## config.mk

```make
export PLATFORM = sky130hd
export DESIGN_NAME = hbf_fetch_unit
export DESIGN_NICKNAME = d
export VERILOG_FILES = /design/src/rtl/hbf_pkg.sv /design/src/rtl/hbf_predecode.sv /design/src/rtl/hbf_ctrl.sv /design/src/rtl/hbf_slot_reg.sv /design/src/rtl/hbf_fetch_unit.sv
export SDC_FILE = /design/constraint.sdc
export NUM_CORES = 1
export LEC_CHECK = 0
export BUFFER_PORTS_ARGS = -buffer_cell sky130_fd_sc_hd__buf_2
export CAP_MARGIN = 10
export CORE_ASPECT_RATIO = 2
export CORE_UTILIZATION = 45
export DETAILED_ROUTE_END_ITERATION = 10
export PLACE_DENSITY = 0.71
export SLEW_MARGIN = 20
export SYNTH_ARGS = -nofsm -noshare
export SYNTH_HDL_FRONTEND = slang
export SYNTH_SLANG_ARGS = --single-unit
export TNS_END_PERCENT = 10
```

## constraint.sdc

```tcl
create_clock -name clk -period 2.5 [get_ports clk]
set_input_delay 0.25 -clock clk [delete_from_list [all_inputs] [get_ports clk]]
set_output_delay 0.25 -clock clk [all_outputs]
set_load 0.01 [all_outputs]
```

## src/rtl/hbf_pkg.sv

```systemverilog
package hbf_pkg;

    typedef enum logic [1:0] {
        ST_BOOT   = 2'd0,
        ST_PAUSE  = 2'd1,
        ST_STREAM = 2'd2
    } fetch_state_e;

endpackage

```

## src/rtl/hbf_predecode.sv

```systemverilog
module hbf_predecode #(
    parameter int OPC_W = 7,
    parameter logic [OPC_W-1:0] JUMP_OPC = 7'h6F
) (
    input  logic [OPC_W-1:0] opc_i,
    output logic             is_jump_o
);

    assign is_jump_o = (opc_i == JUMP_OPC);

endmodule

```

## src/rtl/hbf_ctrl.sv

```systemverilog
module hbf_ctrl
    import hbf_pkg::*;
#(
    parameter int AW          = 32,
    parameter int INSTR_BYTES = 4
) (
    input  logic          clk,
    input  logic          rst_n,
    input  logic          stall_i,
    input  logic          redir_valid_i,
    input  logic [AW-1:0] redir_target_i,
    output logic          req_valid_o,
    output logic [AW-1:0] req_addr_o,
    output logic          load_o,
    output logic [AW-1:0] load_pc_o,
    output logic          load_skip_o
);

    localparam int HB_BYTES = 2 * INSTR_BYTES;
    localparam int OFF_W    = $clog2(HB_BYTES);
    localparam int SLOT_BIT = $clog2(INSTR_BYTES);
    localparam logic [AW-1:0] HB_STEP = AW'(HB_BYTES);

    fetch_state_e state_q, state_d;
    logic [AW-1:0] fetch_pc_q, fetch_pc_d, infl_pc_q;
    logic          fetch_skip_q, fetch_skip_d, infl_skip_q;
    logic          redir_take, issue_skip;
    logic [AW-1:0] tgt_al, issue_pc;

    assign redir_take = redir_valid_i && !stall_i;
    assign tgt_al     = {redir_target_i[AW-1:OFF_W], {OFF_W{1'b0}}};
    assign issue_pc   = redir_take ? tgt_al : fetch_pc_q;
    assign issue_skip = redir_take ? redir_target_i[SLOT_BIT] : fetch_skip_q;

    always_ff @(posedge clk or negedge rst_n) begin
        if (!rst_n) state_q <= ST_BOOT;
        else        state_q <= state_d;
    end

    always_comb begin
        state_d      = state_q;
        req_valid_o  = 1'b0;
        load_o       = 1'b0;
        fetch_pc_d   = fetch_pc_q;
        fetch_skip_d = fetch_skip_q;
        unique case (state_q)
            ST_BOOT: begin
                state_d = ST_PAUSE;
                if (redir_take) begin
                    fetch_pc_d   = tgt_al;
                    fetch_skip_d = redir_target_i[SLOT_BIT];
                end
            end
            ST_PAUSE: begin
                if (!stall_i) begin
                    req_valid_o = 1'b1;
                    state_d     = ST_STREAM;
                end
            end
            ST_STREAM: begin
                if (stall_i) begin
                    fetch_pc_d   = infl_pc_q;
                    fetch_skip_d = infl_skip_q;
                    state_d      = ST_PAUSE;
                end else begin
                    req_valid_o = 1'b1;
                    load_o      = !redir_take;
                end
            end
            default: state_d = ST_BOOT;
        endcase
        if (req_valid_o) begin
            fetch_pc_d   = issue_pc + HB_STEP;
            fetch_skip_d = 1'b0;
        end
    end

    always_ff @(posedge clk or negedge rst_n) begin
        if (!rst_n) begin
            fetch_pc_q   <= '0;
            fetch_skip_q <= 1'b0;
            infl_pc_q    <= '0;
            infl_skip_q  <= 1'b0;
        end else begin
            fetch_pc_q   <= fetch_pc_d;
            fetch_skip_q <= fetch_skip_d;
            if (req_valid_o) begin
                infl_pc_q   <= issue_pc;
                infl_skip_q <= issue_skip;
            end
        end
    end

    assign req_addr_o  = issue_pc;
    assign load_pc_o   = infl_pc_q;
    assign load_skip_o = infl_skip_q;

    AST_REQ_ALIGNED: assert property (@(posedge clk) disable iff (!rst_n)
        req_valid_o |-> (req_addr_o[OFF_W-1:0] == '0));
    AST_NO_REQ_IN_STALL: assert property (@(posedge clk) disable iff (!rst_n)
        stall_i |-> !req_valid_o);
    AST_SEQ_STEP: assert property (@(posedge clk) disable iff (!rst_n)
        (req_valid_o && $past(req_valid_o) && !redir_take)
            |-> (req_addr_o == $past(req_addr_o) + HB_STEP));
    AST_TARGET_WORD: assert property (@(posedge clk) disable iff (!rst_n)
        redir_valid_i |-> (redir_target_i[SLOT_BIT-1:0] == '0));

endmodule

```

## src/rtl/hbf_slot_reg.sv

```systemverilog
module hbf_slot_reg #(
    parameter int AW = 32,
    parameter int IW = 32
) (
    input  logic            clk,
    input  logic            rst_n,
    input  logic            hold_i,
    input  logic            load_i,
    input  logic [AW-1:0]   pc_i,
    input  logic [2*IW-1:0] instr_i,
    input  logic [1:0]      valid_i,
    input  logic            asel_i,
    output logic [AW-1:0]   pc_o,
    output logic [2*IW-1:0] instr_o,
    output logic [1:0]      valid_o,
    output logic            asel_o
);

    always_ff @(posedge clk or negedge rst_n) begin
        if (!rst_n) begin
            pc_o    <= '0;
            instr_o <= '0;
            valid_o <= 2'b00;
            asel_o  <= 1'b0;
        end else if (!hold_i) begin
            if (load_i) begin
                pc_o    <= pc_i;
                instr_o <= instr_i;
                valid_o <= valid_i;
                asel_o  <= asel_i;
            end else begin
                valid_o <= 2'b00;
                asel_o  <= 1'b0;
            end
        end
    end

    AST_ASEL_NEEDS_SLOT1: assert property (@(posedge clk) disable iff (!rst_n)
        asel_o |-> valid_o[1]);

endmodule

```

## src/rtl/hbf_fetch_unit.sv

```systemverilog
module hbf_fetch_unit #(
    parameter int AW          = 32,
    parameter int IW          = 32,
    parameter int INSTR_BYTES = 4,
    parameter int OPC_W       = 7,
    parameter logic [OPC_W-1:0] JUMP_OPC = 7'h6F
) (
    input  logic            clk,
    input  logic            rst_n,
    input  logic            stall_i,
    input  logic            redir_valid_i,
    input  logic [AW-1:0]   redir_target_i,
    output logic            req_valid_o,
    output logic [AW-1:0]   req_addr_o,
    input  logic [2*IW-1:0] rsp_data_i,
    output logic [1:0]      slot_valid_o,
    output logic [2*IW-1:0] slot_instr_o,
    output logic [AW-1:0]   pair_pc_o,
    output logic            pipe_a_slot_o
);

    localparam int SLOTS = 2;

    logic          load, load_skip, asel_in;
    logic [AW-1:0] load_pc;
    logic [SLOTS-1:0] jmp, v_in;

    hbf_ctrl #(.AW(AW), .INSTR_BYTES(INSTR_BYTES)) u_ctrl (
        .clk            (clk),
        .rst_n          (rst_n),
        .stall_i        (stall_i),
        .redir_valid_i  (redir_valid_i),
        .redir_target_i (redir_target_i),
        .req_valid_o    (req_valid_o),
        .req_addr_o     (req_addr_o),
        .load_o         (load),
        .load_pc_o      (load_pc),
        .load_skip_o    (load_skip)
    );

    for (genvar g = 0; g < SLOTS; g++) begin : g_pd
        hbf_predecode #(.OPC_W(OPC_W), .JUMP_OPC(JUMP_OPC)) u_pd (
            .opc_i     (rsp_data_i[g*IW +: OPC_W]),
            .is_jump_o (jmp[g])
        );
    end

    assign v_in[0] = !load_skip;
    assign v_in[1] = !(v_in[0] && jmp[0]);
    assign asel_in = v_in[1] && jmp[1];

    hbf_slot_reg #(.AW(AW), .IW(IW)) u_slots (
        .clk     (clk),
        .rst_n   (rst_n),
        .hold_i  (stall_i),
        .load_i  (load),
        .pc_i    (load_pc),
        .instr_i (rsp_data_i),
        .valid_i (v_in),
        .asel_i  (asel_in),
        .pc_o    (pair_pc_o),
        .instr_o (slot_instr_o),
        .valid_o (slot_valid_o),
        .asel_o  (pipe_a_slot_o)
    );

    AST_JUMP_KILL: assert property (@(posedge clk) disable iff (!rst_n)
        (slot_valid_o[0] && slot_instr_o[OPC_W-1:0] == JUMP_OPC) |-> !slot_valid_o[1]);
    AST_STALL_HOLD: assert property (@(posedge clk) disable iff (!rst_n)
        stall_i |=> ($stable(slot_valid_o) && $stable(slot_instr_o) && $stable(pair_pc_o)));
    AST_REDIR_BUBBLE: assert property (@(posedge clk) disable iff (!rst_n)
        (redir_valid_i && !stall_i) |=> (slot_valid_o == 2'b00));

endmodule

```

==> report_table.html <==
<table>
<tr><th>Metric</th><th>Value</th></tr>
<tr><th colspan="2">Setup path</th></tr>
<tr><td>Reg-to-Reg Start</td><td>u_ctrl.fetch_pc_q[3]</td></tr>
<tr><td>Data arrival time of the critical path</td><td>2480 ps</td></tr>
<tr><td>Required time of the critical path</td><td>between 2000 and 3000 ps</td></tr>
<tr><td>Critical Path Source Type</td><td>register</td></tr>
<tr><td>Cell depth of the worst flop-to-flop path</td><td>8</td></tr>
<tr><td>Worst setup startpoint</td><td>u_ctrl.fetch_pc_q[3]</td></tr>
<tr><td>Maximum fanout along the worst path</td><td>6</td></tr>
<tr><td>Type of the worst setup path</td><td>register to register</td></tr>
<tr><td>Reg-to-reg endpoint</td><td>u_ctrl.fetch_pc_q[27]</td></tr>
<tr><td>Critical-path cell with the highest stage delay</td><td>dfrtp_1</td></tr>
<tr><td>Worst path max stage delay</td><td>about 380 ps</td></tr>
<tr><td>Capturing instance or port of the critical path</td><td>u_ctrl.fetch_pc_q[27]</td></tr>
<tr><td>Setup crit end kind</td><td>register</td></tr>
<tr><td>Slack of the worst reg-to-reg path</td><td>330 ps</td></tr>
<tr><td>Cell chain of the critical path</td><td>mux2_4 -&gt; ha_1 -&gt; nand2_1 -&gt; mux2i_1 -&gt; nand4_2 -&gt; nor4_2 -&gt; xnor2_1 -&gt; a21oi_1</td></tr>
<tr><th colspan="2">Drt</th></tr>
<tr><td>Vias after detailed routing</td><td>roughly 7500</td></tr>
<tr><td>Post-DRT Antenna Nets</td><td>0</td></tr>
<tr><td>Pre-antenna DRT Iters</td><td>5</td></tr>
<tr><td>Wire length after detailed routing</td><td>around 23000 um</td></tr>
<tr><td>Routed via count divided by cell count</td><td>approximately 5.2</td></tr>
<tr><td>Iter 0 DRT Violations</td><td>about 310</td></tr>
<tr><td>Average wire per standard cell</td><td>between 15 and 20 um</td></tr>
<tr><td>DRC violations left</td><td>0</td></tr>
<tr><th colspan="2">GRT</th></tr>
<tr><td>Via count of the first global-routing pass</td><td>roughly 7400</td></tr>
<tr><td>Total routing resource utilization after global routing</td><td>0.250</td></tr>
<tr><td>Initial antenna violation count</td><td>0</td></tr>
<tr><td>Global-route wire length before repair</td><td>37000 um</td></tr>
<tr><td>Pin count of the biggest net entering global routing</td><td>71</td></tr>
<tr><td>Total gr overflow</td><td>0</td></tr>
<tr><th colspan="2">Layout</th></tr>
<tr><td>Antenna diodes</td><td>0</td></tr>
<tr><td>Post-synthesis to final-layout area growth</td><td>30.3%</td></tr>
<tr><td>Share of cells above drive strength 1</td><td>0.275</td></tr>
<tr><td>Total of fill cells in the finished design</td><td>~1600</td></tr>
<tr><td>Total number of nets in the final design</td><td>between 1000 and 1500</td></tr>
<tr><td>Area used by sequential logic in the layout</td><td>approximately 0.0042 sq mm</td></tr>
<tr><td>Total area of multi-input combinational cells</td><td>0.00373 sq mm</td></tr>
<tr><th colspan="2">Floorplan</th></tr>
<tr><td>Total Die Area</td><td>between 0.015 and 0.02 sq mm</td></tr>
<tr><td>I/O pin cnt</td><td>~230</td></tr>
<tr><td>Effective utilization at floorplan</td><td>0.460</td></tr>
<tr><td>Die X-Extent</td><td>a little under 100 um</td></tr>
<tr><td>Std cell rows</td><td>between 60 and 70</td></tr>
<tr><td>Core region area</td><td>around 0.018 sq mm</td></tr>
<tr><td>Die Span Y</td><td>roughly 190 um</td></tr>
<tr><th colspan="2">Power and ir drop</th></tr>
<tr><td>Standby leakage power</td><td>between 5 and 6 nW</td></tr>
<tr><td>Ratio of total power to cell area</td><td>~1200 mW/mm^2</td></tr>
<tr><td>Highest ir drop seen on vdd</td><td>between 600 and 700 uV</td></tr>
<tr><th colspan="2">STA</th></tr>
<tr><td>Setup Total Neg Slack</td><td>0 ps</td></tr>
<tr><td>Actual slew at the worst max-slew pin</td><td>~500 ps</td></tr>
<tr><td>Final critical-path required period</td><td>2170 ps</td></tr>
<tr><td>Final Hold Viols</td><td>0</td></tr>
<tr><td>Worst hold slack across all endpoints</td><td>about 13 ps</td></tr>
<tr><td>Slew Limit Fails</td><td>0</td></tr>
<tr><td>Unrepaired setup endpoints after global routing</td><td>no</td></tr>
<tr><td>Highest clock rate</td><td>between 400 and 500 MHz</td></tr>
<tr><td>Number of setup violations in the final report</td><td>0</td></tr>
<tr><td>Largest clock skew in the final design</td><td>around 12 ps</td></tr>
<tr><td>Relative max-transition margin</td><td>0.666</td></tr>
<tr><td>Ratio of final minimum period to clock period</td><td>0.870</td></tr>
<tr><th colspan="2">Logic synthesis</th></tr>
<tr><td>Leading post-synthesis cells by cell area</td><td>dfrtp_1, nand2_1, mux2i_1, nor2_1, o21ai_0</td></tr>
<tr><td>Total nets after synthesis</td><td>about 1000</td></tr>
<tr><td>Area share of the leading cell type in the synthesized netlist</td><td>0.510</td></tr>
<tr><td>Post-synthesis async set-or-reset flop share</td><td>1.00</td></tr>
<tr><td>Synth unique cells</td><td>62</td></tr>
<tr><td>Total of warnings raised by yosys</td><td>0</td></tr>
<tr><td>Largest area contributor in the synthesized netlist</td><td>dfrtp_1</td></tr>
<tr><td>Flip-flop and latch count after synthesis</td><td>between 150 and 200</td></tr>
<tr><td>Top FF cell, synth</td><td>dfrtp_1</td></tr>
<tr><td>Gate Count Post-Synth</td><td>approximately 940</td></tr>
<tr><td>Most common cell in the synthesized netlist</td><td>nand2_1</td></tr>
<tr><td>Top cells by instance count after synthesis</td><td>nand2_1, dfrtp_1, nor2_1, clkbuf_1, mux2i_1</td></tr>
<tr><td>Post-Synthesis Mean Instance Area</td><td>8.74 sq um</td></tr>
<tr><td>Synthesized area</td><td>between 0.008 and 0.009 sq mm</td></tr>
<tr><td>Sequential element share of the synthesized area</td><td>0.510</td></tr>
<tr><td>Number of synthesized flops with an enable pin</td><td>0</td></tr>
<tr><th colspan="2">Clock tree</th></tr>
<tr><td>Clock sinks</td><td>167</td></tr>
<tr><td>CTS Buffer Depth</td><td>2</td></tr>
<tr><td>CTS HTree Levels</td><td>4</td></tr>
<tr><td>Clock buffers created by TritonCTS</td><td>17</td></tr>
<tr><td>TritonCTS clock tree</td><td>built</td></tr>
<tr><td>Root Buffer Master</td><td>clkbuf_16</td></tr>
<tr><td>CTS clk-pin slew, worst paths</td><td>about 70 ps</td></tr>
<tr><td>Clock insertion delay at the later pin of the skew report</td><td>approximately 440 ps</td></tr>
<tr><td>Resize count post-CTS</td><td>0</td></tr>
<tr><th colspan="2">Place</th></tr>
<tr><td>Global placement routability congestion</td><td>0.897</td></tr>
<tr><td>Count of input and output buffers</td><td>229</td></tr>
<tr><td>Detailed-placement wirelength estimate</td><td>roughly 17000 um</td></tr>
<tr><th colspan="2">Worst hold path</th></tr>
<tr><td>Type of the worst min-delay path</td><td>input pin to register</td></tr>
<tr><td>Hold path startpoint</td><td>rsp_data_i[39]</td></tr>
<tr><th colspan="2">Flow run</th></tr>
<tr><td>Maximum Capacitance Violations</td><td>0</td></tr>
<tr><th colspan="2">Outcome</th></tr>
<tr><td>Run status</td><td>finished clean</td></tr>
</table>
==> area by class of cell <==
cell class,instances,share of cell area
Clock buffer,19,0.0406
Clock inverter,13,0.0116
Inverter,20,0.00704
Multi-Input combinational cell,698,0.350
Sequential cell,167,0.392
Tap cell,213,0.0250
Timing Repair Buffer,299,0.174
==> layer usage <==
| layer | routed length (um) | GRT usage | share of wire | vias up |
|---|---|---|---|---|
| met1 | 8800 | 0.271 | 0.38 | 3557 |
| li1 | - | - | - | 3636 |
| met3 | 894 | 0.0348 | 0.038 | 42 |
| met5 | 0 | 0 | 0 | - |
| met4 | 770 | 0.127 | 0.033 | 0 |
| met2 | 12800 | 0.470 | 0.55 | 222 |
==> state kept, by name, summed over array words and instances (netlist names) <==
| signal | cells |
|---|---|
| u_slots.instr_o | 64 |
| u_ctrl.fetch_pc_q | 32 |
| u_ctrl.load_pc_o | 32 |
| u_slots.pc_o | 32 |
| u_ctrl.state_q | 2 |
| u_slots.valid_o | 2 |
| u_ctrl.fetch_skip_q | 1 |
| u_ctrl.load_skip_o | 1 |
| u_slots.asel_o | 1 |
==> metrics by stage <==
stage / setup WS (ps) / total power, W / utilization / instances / instance area, sq um
after floorplan: 38.3 / 0.00789 / - / 937 / 8200
after global placement: 82.3 / 0.00987 / 0.550 / 1364 / 9780
after detailed placement: 51.6 / 0.0100 / 0.550 / 1364 / 9780
after CTS: 315 / 0.0126 / 0.600 / 1429 / 10700
after global routing: 209 / 0.0135 / 0.600 / 1429 / 10700
final: 326 / 0.0126 / 0.600 / 1429 / 10700
==> cells in the final DEF, fill, tap and decap left out, types with 17 or more instances in the layout <==
cell type / n
inv_1: 19
o21ai_0: 33
buf_4: 29
dfrtp_1: 167
buf_2: 228
a21oi_1: 27
clkbuf_16: 17
nor2_1: 47
nand2_1: 397
mux2i_1: 39
dlygate4sd3_1: 33
==> worst min-delay path by stage <==
stage / end / slack [ps] / depth (start not counted)
after floorplan: u_ctrl.fetch_pc_q[0] / -50 / 0
after global placement: u_slots.pc_o[19] / 210 / 1
after detailed placement: u_slots.pc_o[19] / 210 / 1
after CTS: u_slots.instr_o[39] / 0.09 / 3
after global routing: u_slots.instr_o[29] / 10 / 3
final: u_slots.instr_o[39] / 10 / 3
==> timing repair <==
action / 4_1_cts / 5_1_grt
hold endpoints to repair: 76 / 0
setup buffers: 0 / 0
hold buffers: 33 / 0
==> power by group <==
part | leakage (nW) | total, W | switching [W] | internal (W)
logic | 3.24 | 0.00540 | 0.00321 | 0.00220
registers | 2.09 | 0.00463 | 0.000745 | 0.00389
clock network | 0.253 | 0.00252 | 0.00114 | 0.00138
==> critical path, delay by kind of cell, from the launching register on <==
family | cells | cell delay, ps
adders and majority gates | 1 | 210
xor gates and xnor gates | 1 | 150
DFF | 1 | 380
and+or+nand+nor | 3 | 720
muxes | 2 | 500
AOI/OAI and AO/OA | 1 | 80
==> kinds of logic (layout without fill, tap and decap cells) <==
kind of cell	Yosys count	in the layout	synth area share
buf+inv	72	351	0.0383
mux	62	62	0.0863
compound gates	114	114	0.0943
flops	167	167	0.510
xor+xnor	5	5	0.00535
simple gates	513	513	0.259
fa+ha+maj	4	4	0.00611
(Power assumes the default switching activity.)
